File: config.mk
export PLATFORM = sky130hd
export DESIGN_NAME = dyn_bus_sizer
export DESIGN_NICKNAME = d
export VERILOG_FILES = /design/src/rtl/dbs_pkg.sv /design/src/rtl/dbs_pend.sv /design/src/rtl/dbs_steer.sv /design/src/rtl/dbs_merge.sv /design/src/rtl/dbs_seq.sv /design/src/rtl/dyn_bus_sizer.sv
export SDC_FILE = /design/constraint.sdc
export NUM_CORES = 1
export LEC_CHECK = 0
export ABC_AREA = 1
export BUFFER_PORTS_ARGS = -buffer_cell sky130_fd_sc_hd__clkbuf_2
export CAP_MARGIN = 30
export CORE_MARGIN = 2
export CORE_UTILIZATION = 50
export CTS_CLUSTER_SIZE = 28
export DETAILED_ROUTE_END_ITERATION = 7
export PLACE_DENSITY = 0.72
export SYNTH_ARGS = -nofsm -noshare
export SYNTH_HDL_FRONTEND = slang
export SYNTH_HIERARCHICAL = 1
export SYNTH_SLANG_ARGS = --single-unit
File: constraint.sdc
create_clock -name clk -period 2.2 [get_ports clk]
set_clock_uncertainty 0.15 [all_clocks]
set_input_delay 0 -clock clk [delete_from_list [all_inputs] [get_ports clk]]
set_output_delay 0 -clock clk [all_outputs]
set_load 0.02 [all_outputs]
File: src/rtl/dbs_pkg.sv
// Shared widths and request types for the dynamic bus sizer.
// Assumes a fixed 32-bit internal word split into two 16-bit halves.
package dbs_pkg;
    localparam int WORD_W = 32;
    localparam int HALF_W = WORD_W / 2;
    localparam int LANES  = WORD_W / 8;
    localparam int HLANES = LANES / 2;

    typedef logic [WORD_W-1:0] word_t;
    typedef logic [HALF_W-1:0] half_t;
    typedef logic [LANES-1:0]  be_t;

    // Fields of a request other than its address.
    typedef struct packed {
        be_t   be_n;
        logic  wr;
        logic  code;
        word_t wdata;
    } req_body_t;
endpackage

File: src/rtl/dbs_pend.sv
// One-entry pending register on the request side.
// It accepts a request when empty and holds it until the sequencer takes it.
// Assumes take is asserted only while out_valid is high.
module dbs_pend
    import dbs_pkg::*;
#(
    parameter int AW = 32
) (
    input  logic            clk,
    input  logic            rst_n,
    input  logic            in_valid,
    output logic            in_ready,
    input  logic [AW-3:0]   in_addr,
    input  req_body_t       in_body,
    input  logic            take,
    output logic            out_valid,
    output logic [AW-3:0]   out_addr,
    output req_body_t       out_body
);
    // Backpressure whenever the single entry is occupied.
    assign in_ready = !out_valid;

    // Load on handshake, clear when the sequencer takes the entry.
    always_ff @(posedge clk) begin
        if (!rst_n) begin
            out_valid <= 1'b0;
            out_addr  <= '0;
            out_body  <= '0;
        end else if (in_valid && in_ready) begin
            out_valid <= 1'b1;
            out_addr  <= in_addr;
            out_body  <= in_body;
        end else if (take) begin
            out_valid <= 1'b0;
        end
    end
endmodule

File: src/rtl/dbs_steer.sv
// Write-lane steering and second-half address/enable generation.
// Purely combinational; works on the request in its data phase.
// Assumes the second half always targets byte offset 2 of the dword.
module dbs_steer
    import dbs_pkg::*;
#(
    parameter int AW = 32
) (
    input  logic [AW-3:0]  cur_addr,
    input  be_t            cur_be_n,
    input  word_t          cur_wdata,
    input  logic           half2,
    output logic [AW-1:0]  hi_addr,
    output be_t            hi_be_n,
    output word_t          wdata_out,
    output logic           low_act,
    output logic           up_act
);
    logic copy_hi;

    // Which halves of the request hold at least one active lane.
    assign low_act = !(&cur_be_n[HLANES-1:0]);
    assign up_act  = !(&cur_be_n[LANES-1:HLANES]);

    // Upper half is steered down on second halves and upper-only requests.
    assign copy_hi = half2 || (!low_act && up_act);

    // Address and enables of the upper-half cycle.
    assign hi_addr = {cur_addr, 2'b10};
    assign hi_be_n = {{HLANES{1'b1}}, cur_be_n[LANES-1:HLANES]};

    // Each half of the bus carries either its own half or the upper half.
    for (genvar g = 0; g < 2; g++) begin : g_lane
        assign wdata_out[g*HALF_W +: HALF_W] =
            copy_hi ? cur_wdata[HALF_W +: HALF_W] : cur_wdata[g*HALF_W +: HALF_W];
    end
endmodule

File: src/rtl/dbs_merge.sv
// Read-data merge for the completing data phase.
// Combinational; the sequencer registers the result with the done pulse.
module dbs_merge
    import dbs_pkg::*;
(
    input  word_t  bus_rdata,
    input  half_t  lo_keep,
    input  logic   half2,
    input  logic   sz16,
    input  logic   low_act,
    input  logic   up_act,
    output word_t  merged
);
    // Select the read word according to the half and width of the cycle.
    always_comb begin
        if (half2)
            merged = {bus_rdata[HALF_W-1:0], lo_keep};
        else if (sz16 && !low_act && up_act)
            merged = {bus_rdata[HALF_W-1:0], bus_rdata[HALF_W-1:0]};
        else
            merged = bus_rdata;
    end
endmodule

File: src/rtl/dbs_seq.sv
// Bus-cycle sequencer: launches requests, splits 16-bit cycles, pipelines
// the next address on NA, and returns one done pulse per request.
// Assumes ready is only looked at after the address cycle of a launch.
module dbs_seq
    import dbs_pkg::*;
#(
    parameter int AW = 32
) (
    input  logic            clk,
    input  logic            rst_n,
    input  logic            pend_valid,
    input  logic [AW-3:0]   pend_addr,
    input  req_body_t       pend_body,
    output logic            pend_take,
    input  logic [AW-1:0]   hi_addr,
    input  be_t             hi_be_n,
    input  logic            low_act,
    input  logic            up_act,
    input  word_t           merged,
    input  word_t           bus_rdata,
    input  logic            bus_rdy_n,
    input  logic            bus_size16_n,
    input  logic            bus_na_n,
    output logic [AW-3:0]   cur_addr,
    output be_t             cur_be_n,
    output word_t           cur_wdata,
    output logic            half2,
    output logic            sz16,
    output half_t           lo_keep,
    output logic            busy,
    output logic            t1,
    output logic            bus_ads,
    output logic [AW-1:0]   bus_addr,
    output be_t             bus_be_n,
    output logic            bus_wr,
    output logic            bus_code,
    output logic            rsp_done,
    output word_t           rsp_rdata
);
    logic            nxt_valid;
    logic [AW-3:0]   nxt_addr;
    be_t             nxt_be_n;
    word_t           nxt_wdata;
    logic            na_taken;
    logic            ready_hit;
    logic            split;
    logic            finish;
    logic            na_hit;
    logic            load_cur;

    // Effective width of the current cycle: an issued early address forces 32.
    assign sz16 = !bus_size16_n && !na_taken;

    // Data-phase events for this clock.
    assign ready_hit = busy && !t1 && !bus_rdy_n;
    assign split     = ready_hit && sz16 && !half2 && low_act && up_act;
    assign finish    = ready_hit && !split;
    assign na_hit    = busy && !t1 && bus_rdy_n && !bus_na_n && bus_size16_n
                       && !half2 && !nxt_valid && pend_valid;

    // The pending request moves into the data phase directly.
    assign load_cur  = pend_valid && (!busy || (finish && !nxt_valid));
    assign pend_take = load_cur || na_hit;

    // Sequencer state, address-phase outputs and response registers.
    always_ff @(posedge clk) begin
        if (!rst_n) begin
            busy      <= 1'b0;
            t1        <= 1'b0;
            half2     <= 1'b0;
            na_taken  <= 1'b0;
            nxt_valid <= 1'b0;
            nxt_addr  <= '0;
            nxt_be_n  <= '1;
            nxt_wdata <= '0;
            cur_addr  <= '0;
            cur_be_n  <= '1;
            cur_wdata <= '0;
            lo_keep   <= '0;
            bus_ads   <= 1'b0;
            bus_addr  <= '0;
            bus_be_n  <= '1;
            bus_wr    <= 1'b0;
            bus_code  <= 1'b0;
            rsp_done  <= 1'b0;
            rsp_rdata <= '0;
        end else begin
            bus_ads  <= 1'b0;
            rsp_done <= 1'b0;
            t1       <= 1'b0;
            if (split) begin
                half2    <= 1'b1;
                lo_keep  <= bus_rdata[HALF_W-1:0];
                bus_ads  <= 1'b1;
                t1       <= 1'b1;
                bus_addr <= hi_addr;
                bus_be_n <= hi_be_n;
            end
            if (finish) begin
                rsp_done  <= 1'b1;
                rsp_rdata <= merged;
                half2     <= 1'b0;
                na_taken  <= 1'b0;
                if (nxt_valid) begin
                    nxt_valid <= 1'b0;
                    cur_addr  <= nxt_addr;
                    cur_be_n  <= nxt_be_n;
                    cur_wdata <= nxt_wdata;
                end else if (!pend_valid) begin
                    busy <= 1'b0;
                end
            end
            if (load_cur) begin
                busy      <= 1'b1;
                t1        <= 1'b1;
                cur_addr  <= pend_addr;
                cur_be_n  <= pend_body.be_n;
                cur_wdata <= pend_body.wdata;
            end
            if (na_hit) begin
                nxt_valid <= 1'b1;
                na_taken  <= 1'b1;
                nxt_addr  <= pend_addr;
                nxt_be_n  <= pend_body.be_n;
                nxt_wdata <= pend_body.wdata;
            end
            if (load_cur || na_hit) begin
                bus_ads  <= 1'b1;
                bus_addr <= {pend_addr, 2'b00};
                bus_be_n <= pend_body.be_n;
                bus_wr   <= pend_body.wr;
                bus_code <= pend_body.code;
            end
        end
    end
endmodule

File: src/rtl/dyn_bus_sizer.sv
// Top of the dynamic bus sizer: pending register, sequencer, write steering
// and read merge. Assumes the external bus answers each cycle with one ready.
module dyn_bus_sizer
    import dbs_pkg::*;
#(
    parameter int AW = 32
) (
    input  logic           clk,
    input  logic           rst_n,
    input  logic           req_valid,
    output logic           req_ready,
    input  logic [AW-3:0]  req_dw_addr,
    input  logic [3:0]     req_be_n,
    input  logic           req_wr,
    input  logic           req_code,
    input  logic [31:0]    req_wdata,
    output logic           rsp_done,
    output logic [31:0]    rsp_rdata,
    output logic           bus_ads,
    output logic [AW-1:0]  bus_addr,
    output logic [3:0]     bus_be_n,
    output logic           bus_wr,
    output logic           bus_code,
    output logic [31:0]    bus_wdata,
    input  logic [31:0]    bus_rdata,
    input  logic           bus_rdy_n,
    input  logic           bus_size16_n,
    input  logic           bus_na_n
);
    req_body_t       in_body;
    req_body_t       pend_body;
    logic            pend_valid;
    logic            pend_take;
    logic [AW-3:0]   pend_addr;
    logic [AW-3:0]   cur_addr;
    be_t             cur_be_n;
    word_t           cur_wdata;
    logic            cur_half2;
    logic            seq_sz16;
    half_t           lo_keep;
    logic            seq_busy;
    logic            seq_t1;
    logic [AW-1:0]   hi_addr;
    be_t             hi_be_n;
    logic            low_act;
    logic            up_act;
    word_t           merged;

    // Bundle the request fields for the pending register.
    assign in_body = '{be_n: req_be_n, wr: req_wr, code: req_code, wdata: req_wdata};

    dbs_pend #(.AW(AW)) u_pend (
        .clk       (clk),
        .rst_n     (rst_n),
        .in_valid  (req_valid),
        .in_ready  (req_ready),
        .in_addr   (req_dw_addr),
        .in_body   (in_body),
        .take      (pend_take),
        .out_valid (pend_valid),
        .out_addr  (pend_addr),
        .out_body  (pend_body)
    );

    dbs_steer #(.AW(AW)) u_steer (
        .cur_addr  (cur_addr),
        .cur_be_n  (cur_be_n),
        .cur_wdata (cur_wdata),
        .half2     (cur_half2),
        .hi_addr   (hi_addr),
        .hi_be_n   (hi_be_n),
        .wdata_out (bus_wdata),
        .low_act   (low_act),
        .up_act    (up_act)
    );

    dbs_merge u_merge (
        .bus_rdata (bus_rdata),
        .lo_keep   (lo_keep),
        .half2     (cur_half2),
        .sz16      (seq_sz16),
        .low_act   (low_act),
        .up_act    (up_act),
        .merged    (merged)
    );

    dbs_seq #(.AW(AW)) u_seq (
        .clk          (clk),
        .rst_n        (rst_n),
        .pend_valid   (pend_valid),
        .pend_addr    (pend_addr),
        .pend_body    (pend_body),
        .pend_take    (pend_take),
        .hi_addr      (hi_addr),
        .hi_be_n      (hi_be_n),
        .low_act      (low_act),
        .up_act       (up_act),
        .merged       (merged),
        .bus_rdata    (bus_rdata),
        .bus_rdy_n    (bus_rdy_n),
        .bus_size16_n (bus_size16_n),
        .bus_na_n     (bus_na_n),
        .cur_addr     (cur_addr),
        .cur_be_n     (cur_be_n),
        .cur_wdata    (cur_wdata),
        .half2        (cur_half2),
        .sz16         (seq_sz16),
        .lo_keep      (lo_keep),
        .busy         (seq_busy),
        .t1           (seq_t1),
        .bus_ads      (bus_ads),
        .bus_addr     (bus_addr),
        .bus_be_n     (bus_be_n),
        .bus_wr       (bus_wr),
        .bus_code     (bus_code),
        .rsp_done     (rsp_done),
        .rsp_rdata    (rsp_rdata)
    );
endmodule

# After elaboration in Yosys (flattened, before gate mapping)
# Cells that the tools add are included.
[op_classes]
n_eq_ne = 2
n_mux = 28
n_bitwise = 1
reduce_logical = 45
[ops]
columns = ["cell", "count"]
rows = [
  ["2-to-1 mux 32 bit", 7],
  ["2-to-1 mux 30 bit", 3],
  ["logical AND 1 bit", 20],
  ["2-to-1 mux 4 bit", 5],
  ["2-to-1 mux 16 bit", 1],
  ["2-to-1 mux 1 bit", 12],
  ["zero test 1 bit", 11],
  ["nonzero test 2 bit", 5],
  ["AND reduction 2 bit", 3],
  ["OR reduction 2 bit", 2],
  ["logical OR 1 bit", 3],
  ["AND reduction 3 bit", 1],
  ["inequality test 2 x 1 -> 1 bit, second input constant", 1],
  ["inequality test 2 bit, second input constant", 1],
  ["NOT 1 bit", 1],
]
[totals]
reg_bits = 292
input_bits = 106
out_inout_bits = 105
word_cells = 101

# Logic depth before layout (Yosys ltp)
# Gate-level depths: netlist (run 1).
[depth]
ltp_word = 15
ltp_mapped = 13
depth_no_buf = 12

# Modules after synthesis
# Netlist (run 1), hierarchy kept.
[by_module_without_submodules]
columns = ["mod", "instances", "cells_per_inst", "area_each_um2", "seq_area_each_um2"]
rows = [
  ["dbs_seq", 1, 1251, 9068.7, 4484.3],
  ["dbs_pend", 1, 446, 2944.1, 1381.3],
  ["dbs_steer", 1, 111, 743.2, 0.0],
  ["dbs_merge", 1, 107, 508.0, 0.0],
]

# Least setup slack after synthesis (run 1)
# Ideal clock, no wire load.
[synth_path]
path_kind = "register to register"
from = "reg u_seq.half2"
to = "reg u_seq.cur_addr[1]"
arrival_time_ns = 1.432
setup_slack_ns = 0.505
path_stages_with_launch = 12
path_buffers = 2
period_less_slack_ns = 1.695
cell_sequence = "dfxtp_1 > nor2_1 > nand3_2 > nand2_4 > nor2_4 > inv_2 > buf_6 > buf_6 > nand2_1 > o21ai_0 > o21ai_1 > nor2_1"
[synth_between]
elab_chain_len = 11
[synth_lines]
columns = ["item", "line", "text"]
rows = [
  ["start: declaration", "dbs_seq.sv:27", "output logic half2,"],
  ["start signal: assignment", "dbs_seq.sv:70", "half2 <= 1'b0;"],
  ["start signal: assignment", "dbs_seq.sv:92", "half2 <= 1'b1;"],
  ["start signal: assignment", "dbs_seq.sv:102", "half2 <= 1'b0;"],
  ["zero test 1 bit *", "dbs_seq.sv:56", "assign split = ready_hit && sz16 && !half2 && low_act && up_act;"],
  ["logical AND 1 bit * (3 in a row)", "dbs_seq.sv:56", ""],
  ["zero test 1 bit *", "dbs_seq.sv:57", "assign finish = ready_hit && !split;"],
  ["logical AND 1 bit *", "dbs_seq.sv:57", ""],
  ["logical AND 1 bit", "dbs_seq.sv:62", "assign load_cur = pend_valid && (!busy || (finish && !nxt_valid));"],
  ["logical OR 1 bit", "dbs_seq.sv:62", ""],
  ["logical AND 1 bit", "dbs_seq.sv:62", ""],
  ["nonzero test 2 bit (no line)", "n/a", ""],
  ["AND reduction 2 bit (no line)", "n/a", ""],
  ["end signal: assignment", "dbs_seq.sv:106", "cur_addr <= nxt_addr;"],
  ["end signal: assignment", "dbs_seq.sv:116", "cur_addr <= pend_addr;"],
  ["end: declaration", "dbs_seq.sv:24", "output logic [AW-3:0] cur_addr,"],
]
# Mark *: on every way between the ends. The rest lies on a longest branch, timed or not.
# A chain may end at the register's enable or synchronous reset.

# Worst setup path in the final report (run 1)
[layout_path]
from = "reg u_seq.cur_be_n[1]"
to = "reg u_seq.lo_keep[12]"
[layout_between]
elab_chain_len = 4
[layout_lines]
columns = ["item", "line", "text"]
rows = [
  ["start: declaration", "dbs_seq.sv:25", "output be_t cur_be_n,"],
  ["start signal: assignment", "dbs_seq.sv:107", "cur_be_n <= nxt_be_n;"],
  ["start signal: assignment", "dbs_seq.sv:117", "cur_be_n <= pend_body.be_n;"],
  ["AND reduction 2 bit", "dbs_steer.sv:22", "assign low_act = !(&cur_be_n[HLANES-1:0]);"],
  ["zero test 1 bit", "dbs_steer.sv:22", ""],
  ["via low_act", "dyn_bus_sizer.sv:45", "logic low_act;"],
  ["logical AND 1 bit (2 in a row)", "dbs_seq.sv:56", ""],
  ["end signal: assignment", "dbs_seq.sv:93", "lo_keep <= bus_rdata[HALF_W-1:0];"],
  ["end: declaration", "dbs_seq.sv:29", "output half_t lo_keep,"],
]
# The timed path passes the listed nets, and every way through them passes these cells.

==> summary.md, run 1 <==
| Metric | Value |
|---|---|
| Status | `complete, no violations` |
| Simple-gate share of the synthesized area | `0.3200` |
| Port bufs | `210` |
| Vias | `13060` |
| Clock Tree Buf Depth | `3` |
| Sink Count | `293` |
| WP data arrival | `2.41 ns` |
| Fin crit share | `0.9700` |
| Share of cells above drive strength 1 | `0.1640` |
| NumNets Final | `2284` |
| CP peak stage delay | `0.55 ns` |
| Compound-Gate Fraction of Synth Area | `0.1067` |
| Count of max-cap constraint violations | `0` |
| TritonCTS clock tree | `done` |
| Syn. warnings | `6` |
| Worst-Margin Slew | `0.6169 ns` |
| Global-route usage over all layers | `0.2533` |
| F_max | `468.6 MHz` |
| Vias in the first global route | `12060` |
| Slowest cell on crit path | `dlygate4sd3_1` |
| DP Cell Count | `2311` |
| Worst setup EP type | `flop` |
| Initial antenna violation count | `0` |
| Worst slew margin | `0.5888` |
| Number of library cell types mapped by synthesis | `38` |
| Worst IR Drop VDD | `0.0005483 V` |
| Leak | `8.184 nW` |
| Pins Over Slew Limit | `0` |
| H-tree depth | `1` |
| Wire per inst | `14.62 µm` |
| DR iter-0 viols | `1136` |
| DP Worst Slack | `0.1869 ns` |
| Overflow after GRT | `0` |
| Initial DRT Pass Iterations | `5` |
| # diodes | `0` |
| Setup slack, reg-to-reg | `0.07 ns` |
| Die area | `27850 µm²` |
| Die W | `166.9 µm` |
| Dpl hpwl | `21.88 mm` |
| # IOs | `211` |
| Seq/Total Area, Yosys | `0.4422` |
| Core area | `26060 µm²` |
| Final min period | `2.134 ns` |
| Avg Cell Area, Syn | `6.926 µm²` |
| Worst setup SP type | `flop` |
| DRC viols | `0` |
| RePlAce Congestion | `0.8305` |
| Post-route cell area | `16900 µm²` |
| Placed cell area | `14070 µm²` |
| Register area | `5866 µm²` |
| Pwr dens | `796.0 nW/µm²` |
| Initial Util | `0.5090` |
| Hold Vio Cnt, Final | `0` |
| Synth-to-layout area growth | `27.40%` |
| Final setup violating endpoints | `0` |
| Mapped cell area | `13260 µm²` |
| CP required | `2.47 ns` |
| Synthesized flop and latch total | `293` |
| Clk slew on worst S/H paths | `0.06 ns` |
| Row count | `59` |
| Combinational family with the most area after synthesis | `simple AND/OR/NAND/NOR gates` |
| Crit path kind | `flop to flop` |
| Clk_lat worst skew | `0.54 ns` |
| Cells after synthesis | `1915` |
| Crit path max fanout | `14` |
| Largest net degree at the start of global routing | `79` |
| Final Util | `0.6485` |
| CP Cell Sequence | `nand2_2, inv_1, nor2_2, nand3_2, nor2_4, inv_4, buf_12, nor2_2, nor2_1, dlygate4sd3_1` |
| Vias per cell | `5.150` |
| Fillers | `2251` |
| Synth Area in Adders | `0` |
| DRT antenna net count | `0` |
| Synth Area in XOR/XNOR | `0` |
| Mux contribution to synthesized area | `0` |
| Non-filler instance count after layout | `2536` |
| Inserted Clock Buffers | `31` |
| Cell mode on critical path | `nor2_2` |
| Drt total wl | `37.08 mm` |
| Root buffer cell | `clkbuf_16` |
| First-pass GRT wire length | `59.62 mm` |
| Power, Total | `13.45 mW` |
| Chip height | `166.9 µm` |
| Worst Setup Slack, final | `0.06592 ns` |
| Multi-input logic area | `5704 µm²` |
| Hold crit path type | `input port to flop` |
-- per-stage QoR --
step / hold WS [ns] / TNS (ns)
2_1_floorplan: -0.01510 / 0
3_3_place_gp: 0.1324 / 0
3_5_place_dp: 0.1465 / 0
4_1_cts: 0.003261 / 0
5_1_grt: 0.05274 / -0.3608
6_report: 0.01920 / 0
-- cell usage in the layout, fill, tap and decap left out, drive strengths merged, types with 4 or more instances in the layout --
master / synthesis / final
bufinv: 0 / 5
o21ai: 164 / 164
conb: 2 / 4
dfxtp: 293 / 293
clkbuf: 63 / 257
dlygate4sd3: 0 / 159
nand3: 183 / 183
clkinv: 1 / 7
inv: 162 / 161
a21oi: 82 / 82
nand2: 474 / 474
o211a: 14 / 14
nor2: 318 / 318
nand4: 26 / 26
buf: 123 / 43
-- final timing paths --
check                      start                  end  cells past startpoint
max            u_seq/cur_be_n[1]    u_seq/lo_keep[12]                     10
min                    req_valid   u_pend/out_body[8]                      4
max reg2reg    u_seq/cur_be_n[1]    u_seq/lo_keep[12]                     10
min reg2reg  u_seq/nxt_wdata[16]  u_seq/nxt_wdata[16]                      2
-- cell families after synthesis --
family / Yosys count
and+or+nand+nor: 1005
AOI/OAI and AO/OA: 266
DFF: 293
other: 2
buffers and inverters: 349
-- flip-flops by register name (all words and copies together) (netlist names) --
name              count
u_seq/cur_be_n        4
u_pend/out_valid      1
u_seq/rsp_rdata      32
u_seq/na_taken        1
u_seq/busy            1
u_seq/bus_wr          1
u_pend/out_body      38
u_seq/rsp_done        1
u_seq/lo_keep        16
u_seq/cur_addr       30
u_seq/bus_addr       32
u_seq/nxt_addr       30
u_seq/nxt_be_n        4
u_pend/out_addr      30
u_seq/bus_code        1
u_seq/nxt_wdata      32
u_seq/bus_be_n        4
u_seq/cur_wdata      32
u_seq/t1              1
u_seq/half2           1
u_seq/bus_ads         1
-- worst max-delay path, delay by kind of cell (launching register included) --
| family | cells | cell delay [ns] |
|---|---|---|
| and+or+nand+nor | 6 | 0.70 |
| buffers and inverters | 4 | 0.83 |
| DFF | 1 | 0.32 |
-- power breakdown --
group          switching (mW)  internal, mW  total [mW]
combinational            1.26         0.852        2.11
sequential              0.230          5.64        5.87
clock                    2.08          3.40        5.48
-- synth_stat cells (all sizes together) --
library cell | instances | share of area
dfxtp | 293 | 0.44
a21boi | 1 | 0.00057
o211ai | 2 | 0.0011
nor3 | 2 | 0.0016
nand3 | 183 | 0.070
clkinv | 1 | 0.00028
and3 | 1 | 0.00047
o22ai | 1 | 0.00047
a21oi | 82 | 0.031
inv | 162 | 0.046
buf | 123 | 0.065
o21ai | 164 | 0.062
nor4 | 1 | 0.00047
nor2 | 318 | 0.092
nand2 | 474 | 0.14
a211oi | 2 | 0.0011
o211a | 14 | 0.011
conb | 2 | 0.00057
clkbuf | 63 | 0.019
nand4 | 26 | 0.012
-- routing by layer --
metal | global-route usage | share of wire | up-vias
met5 | 0 | 0 | -
met4 | 0.08658 | 0.031 | 0
met3 | 0.03161 | 0.064 | 94
met2 | 0.4312 | 0.46 | 476
met1 | 0.3323 | 0.44 | 5977
li1 | - | - | 6513
-- timing repair --
action / CTS / global route
endpoints found under the setup margin: 0 / 29
endpoints found under the hold margin: 259 / 0
hold buffers: 160 / 0
setup buffers: 0 / 7
gates resized for setup: 0 / 14
-- area by class of cell --
| cell class | instances | area share |
|---|---|---|
| multi-input cells | 1275 | 0.3376 |
| well taps | 335 | 0.02480 |
| flip-flops and latches | 293 | 0.3471 |
| clock inverters | 10 | 0.01037 |
| repair buffers | 414 | 0.1899 |
| clock buffers | 46 | 0.05338 |
| inverters | 163 | 0.03687 |
(Power assumes the default switching activity.)
==> run 2, diff against run 1 <==
--- a/config.mk
+++ b/config.mk
@@ -13,6 +13,7 @@
 export CTS_CLUSTER_SIZE = 28
 export DETAILED_ROUTE_END_ITERATION = 7
 export PLACE_DENSITY = 0.72
+export RECOVER_POWER = 50
 export SYNTH_ARGS = -nofsm -noshare
 export SYNTH_HDL_FRONTEND = slang
 export SYNTH_HIERARCHICAL = 1
==> run 2 against run 1 <==
Sequential share of layout area grew 0.23 points. Combinational power barely moved. Die area unchanged. Core utilization shrank 0.42 points. Register-to-register slack about the same. Clock power about the same. First-iteration DRC count fell by 0.26%. Sequential cell count unchanged. Worst setup slack improved by 0.0027 ns.
==> summary.md, run 2 (synthesized netlist as in run 1, its figures left out) <==
| Metric | Value |
|---|---|
| Vias per cell | `5.164` |
| Global-route usage over all layers | `0.2533` |
| CP startpoint | `u_seq/cur_be_n[1]` |
| Core area | `26060 µm²` |
| Worst-Margin Slew | `0.6175 ns` |
| DR iter-0 viols | `1133` |
| DRT antenna net count | `0` |
| Drt total wl | `37.12 mm` |
| Fillers | `2312` |
| H-tree depth | `1` |
| CP Cell Sequence | `nand2_2, inv_1, nor2_2, nand3_2, nor2_4, inv_4, buf_12, nor2_2, nor2_1, dlygate4sd3_1` |
| Die area | `27850 µm²` |
| Final setup violating endpoints | `0` |
| Crit path kind | `flop to flop` |
| Inserted Clock Buffers | `31` |
| WP data arrival | `2.40 ns` |
| Worst Hold Slack | `0.02861 ns` |
| Root buffer cell | `clkbuf_16` |
| Worst slew margin | `0.5883` |
| Max layer used | `met4` |
| Hold_sp | `req_valid` |
| Largest net degree at the start of global routing | `79` |
| Vias in the first global route | `12060` |
| Vias | `13100` |
| NumNets Final | `2284` |
| Worst setup SP type | `flop` |
| Leak | `7.889 nW` |
| RePlAce Congestion | `0.8305` |
| Dpl hpwl | `21.88 mm` |
| TritonCTS clock tree | `done` |
| Synth-to-layout area growth | `26.57%` |
| Clock Power Share | `0.408` |
| Power Internal | `9.857 mW` |
| F_max | `469.2 MHz` |
| Cell mode on critical path | `nor2_2` |
| FF-to-FF Start | `u_seq/cur_be_n[1]` |
| Setup_tns | `0 ns` |
| Biggest register | `u_pend/out_body` |
| Clk slew on worst S/H paths | `0.06 ns` |
| Clk_lat worst skew | `0.55 ns` |
| Pwr dens | `799.8 nW/µm²` |
| Max reg flops | `38` |
| Initial antenna violation count | `0` |
| Most frequent cells in the layout | `nand2_1 (435), nor2_1 (310), dfxtp_1 (293), nand3_1 (181), dlygate4sd3_1 (159)` |
| Switching Power | `3.570 mW` |
| First-pass GRT wire length | `59.62 mm` |
| Power, Total | `13.43 mW` |
| CP peak stage delay | `0.57 ns` |
| Initial Util | `0.5090` |
| Register area | `5866 µm²` |
| Crit path max fanout | `14` |
| Count of max-cap constraint violations | `0` |
| Share of cells above drive strength 1 | `0.1240` |
| Sink Count | `293` |
| Worst Path Buf+Inv | `4` |
| Overflow after GRT | `0` |
| Clock Tree Buf Depth | `3` |
| Worst IR Drop VDD | `0.0005508 V` |
| Wire per inst | `14.64 µm` |
| # diodes | `0` |
| Seq pwr share | `0.437` |
| Top Family by Delay on Critical Path | `buffers and inverters` |
| Hold Vio Cnt, Final | `0` |
| Combinational share of power | `0.155` |
| DRC viols | `0` |
| Switch share | `0.2659` |
| Chip height | `166.9 µm` |
| Multi-input logic area | `5704 µm²` |
| Slowest cell on crit path | `dlygate4sd3_1` |
| Final min period | `2.131 ns` |
| Fin crit share | `0.9688` |
| Initial DRT Pass Iterations | `5` |
| Die W | `166.9 µm` |
| Commonest non-fill, non-tap cell in the layout | `nand2_1` |
| Pins Over Slew Limit | `0` |
| Status | `complete, no violations` |
| Worst setup EP type | `flop` |
| CP required | `2.47 ns` |
| DR WL met2 | `17.20 mm` |
| Met3 wire len | `2.392 mm` |
| Row count | `59` |
| Met1 Wirelength | `16.32 mm` |
| # IOs | `211` |
| Port bufs | `210` |
| Hold crit path type | `input port to flop` |
## run 2: cell count changes in the layout (fill, tap and decap cells not counted)
cell / before / now
clkbuf_1: 8 / 96
clkbuf_2: 209 / 121
## run 2: power by group through the flow
| stage | logic, mW | registers, mW | clock network (mW) |
|---|---|---|---|
| 3_5_place_dp | 1.83 | 5.98 | 0 |
| 2_1_floorplan | 1.33 | 6.01 | 0 |
| 3_3_place_gp | 1.80 | 5.97 | 0 |
| 6_report | 2.08 | 5.87 | 5.48 |
| 4_1_cts | 2.07 | 5.86 | 5.56 |
| 5_1_grt | 2.30 | 5.90 | 5.78 |
## run 2: timing repair
action                     CTS  global route
hold endpoints to repair   259             0
hold buffers               160             0
buffers inserted             0             7
setup endpoints to repair    0            29
gates resized for setup      0            14
## run 2: through the flow
stage	setup WS, ns	util	std cells	cell area, µm²
6_report	0.06867	0.6443	2536	16790
5_1_grt	-0.06033	0.6443	2536	16790
4_1_cts	0.007050	0.6427	2527	16750
3_5_place_dp	0.1869	0.5399	2311	14070
3_3_place_gp	0.2533	0.5399	2311	14070
2_1_floorplan	0.5050	-	1917	13270
## run 2: final cells by class
| cell class | count | area share |
|---|---|---|
| Timing Repair Buffer | 414 | 0.1846 |
| Multi-Input combinational cell | 1275 | 0.3398 |
| Tap cell | 335 | 0.02497 |
| Inverter | 163 | 0.03711 |
| Clock inverter | 10 | 0.01043 |
| Sequential cell | 293 | 0.3494 |
| Clock buffer | 46 | 0.05373 |
## run 2: final timing paths
check                                           end  slack (ns)  depth (start not counted)
worst max-delay path              u_seq/lo_keep[11]        0.07                         10
worst min-delay path             u_pend/out_body[8]        0.03                          4
worst max register to register    u_seq/lo_keep[11]        0.07                         10
worst min register to register  u_seq/nxt_wdata[16]        0.30                          2
## run 2: per-layer routing
metal  global-route usage  up-vias
met5                    0        -
met4              0.08658        0
met3              0.03161       89
met2               0.4312      484
met1               0.3323     6010
li1                     -     6512
## run 2: tightest hold or removal path: cells and delay by family
family,cells,cell delay (ns)
buf+inv,1,0.35
simple gates,3,0.33
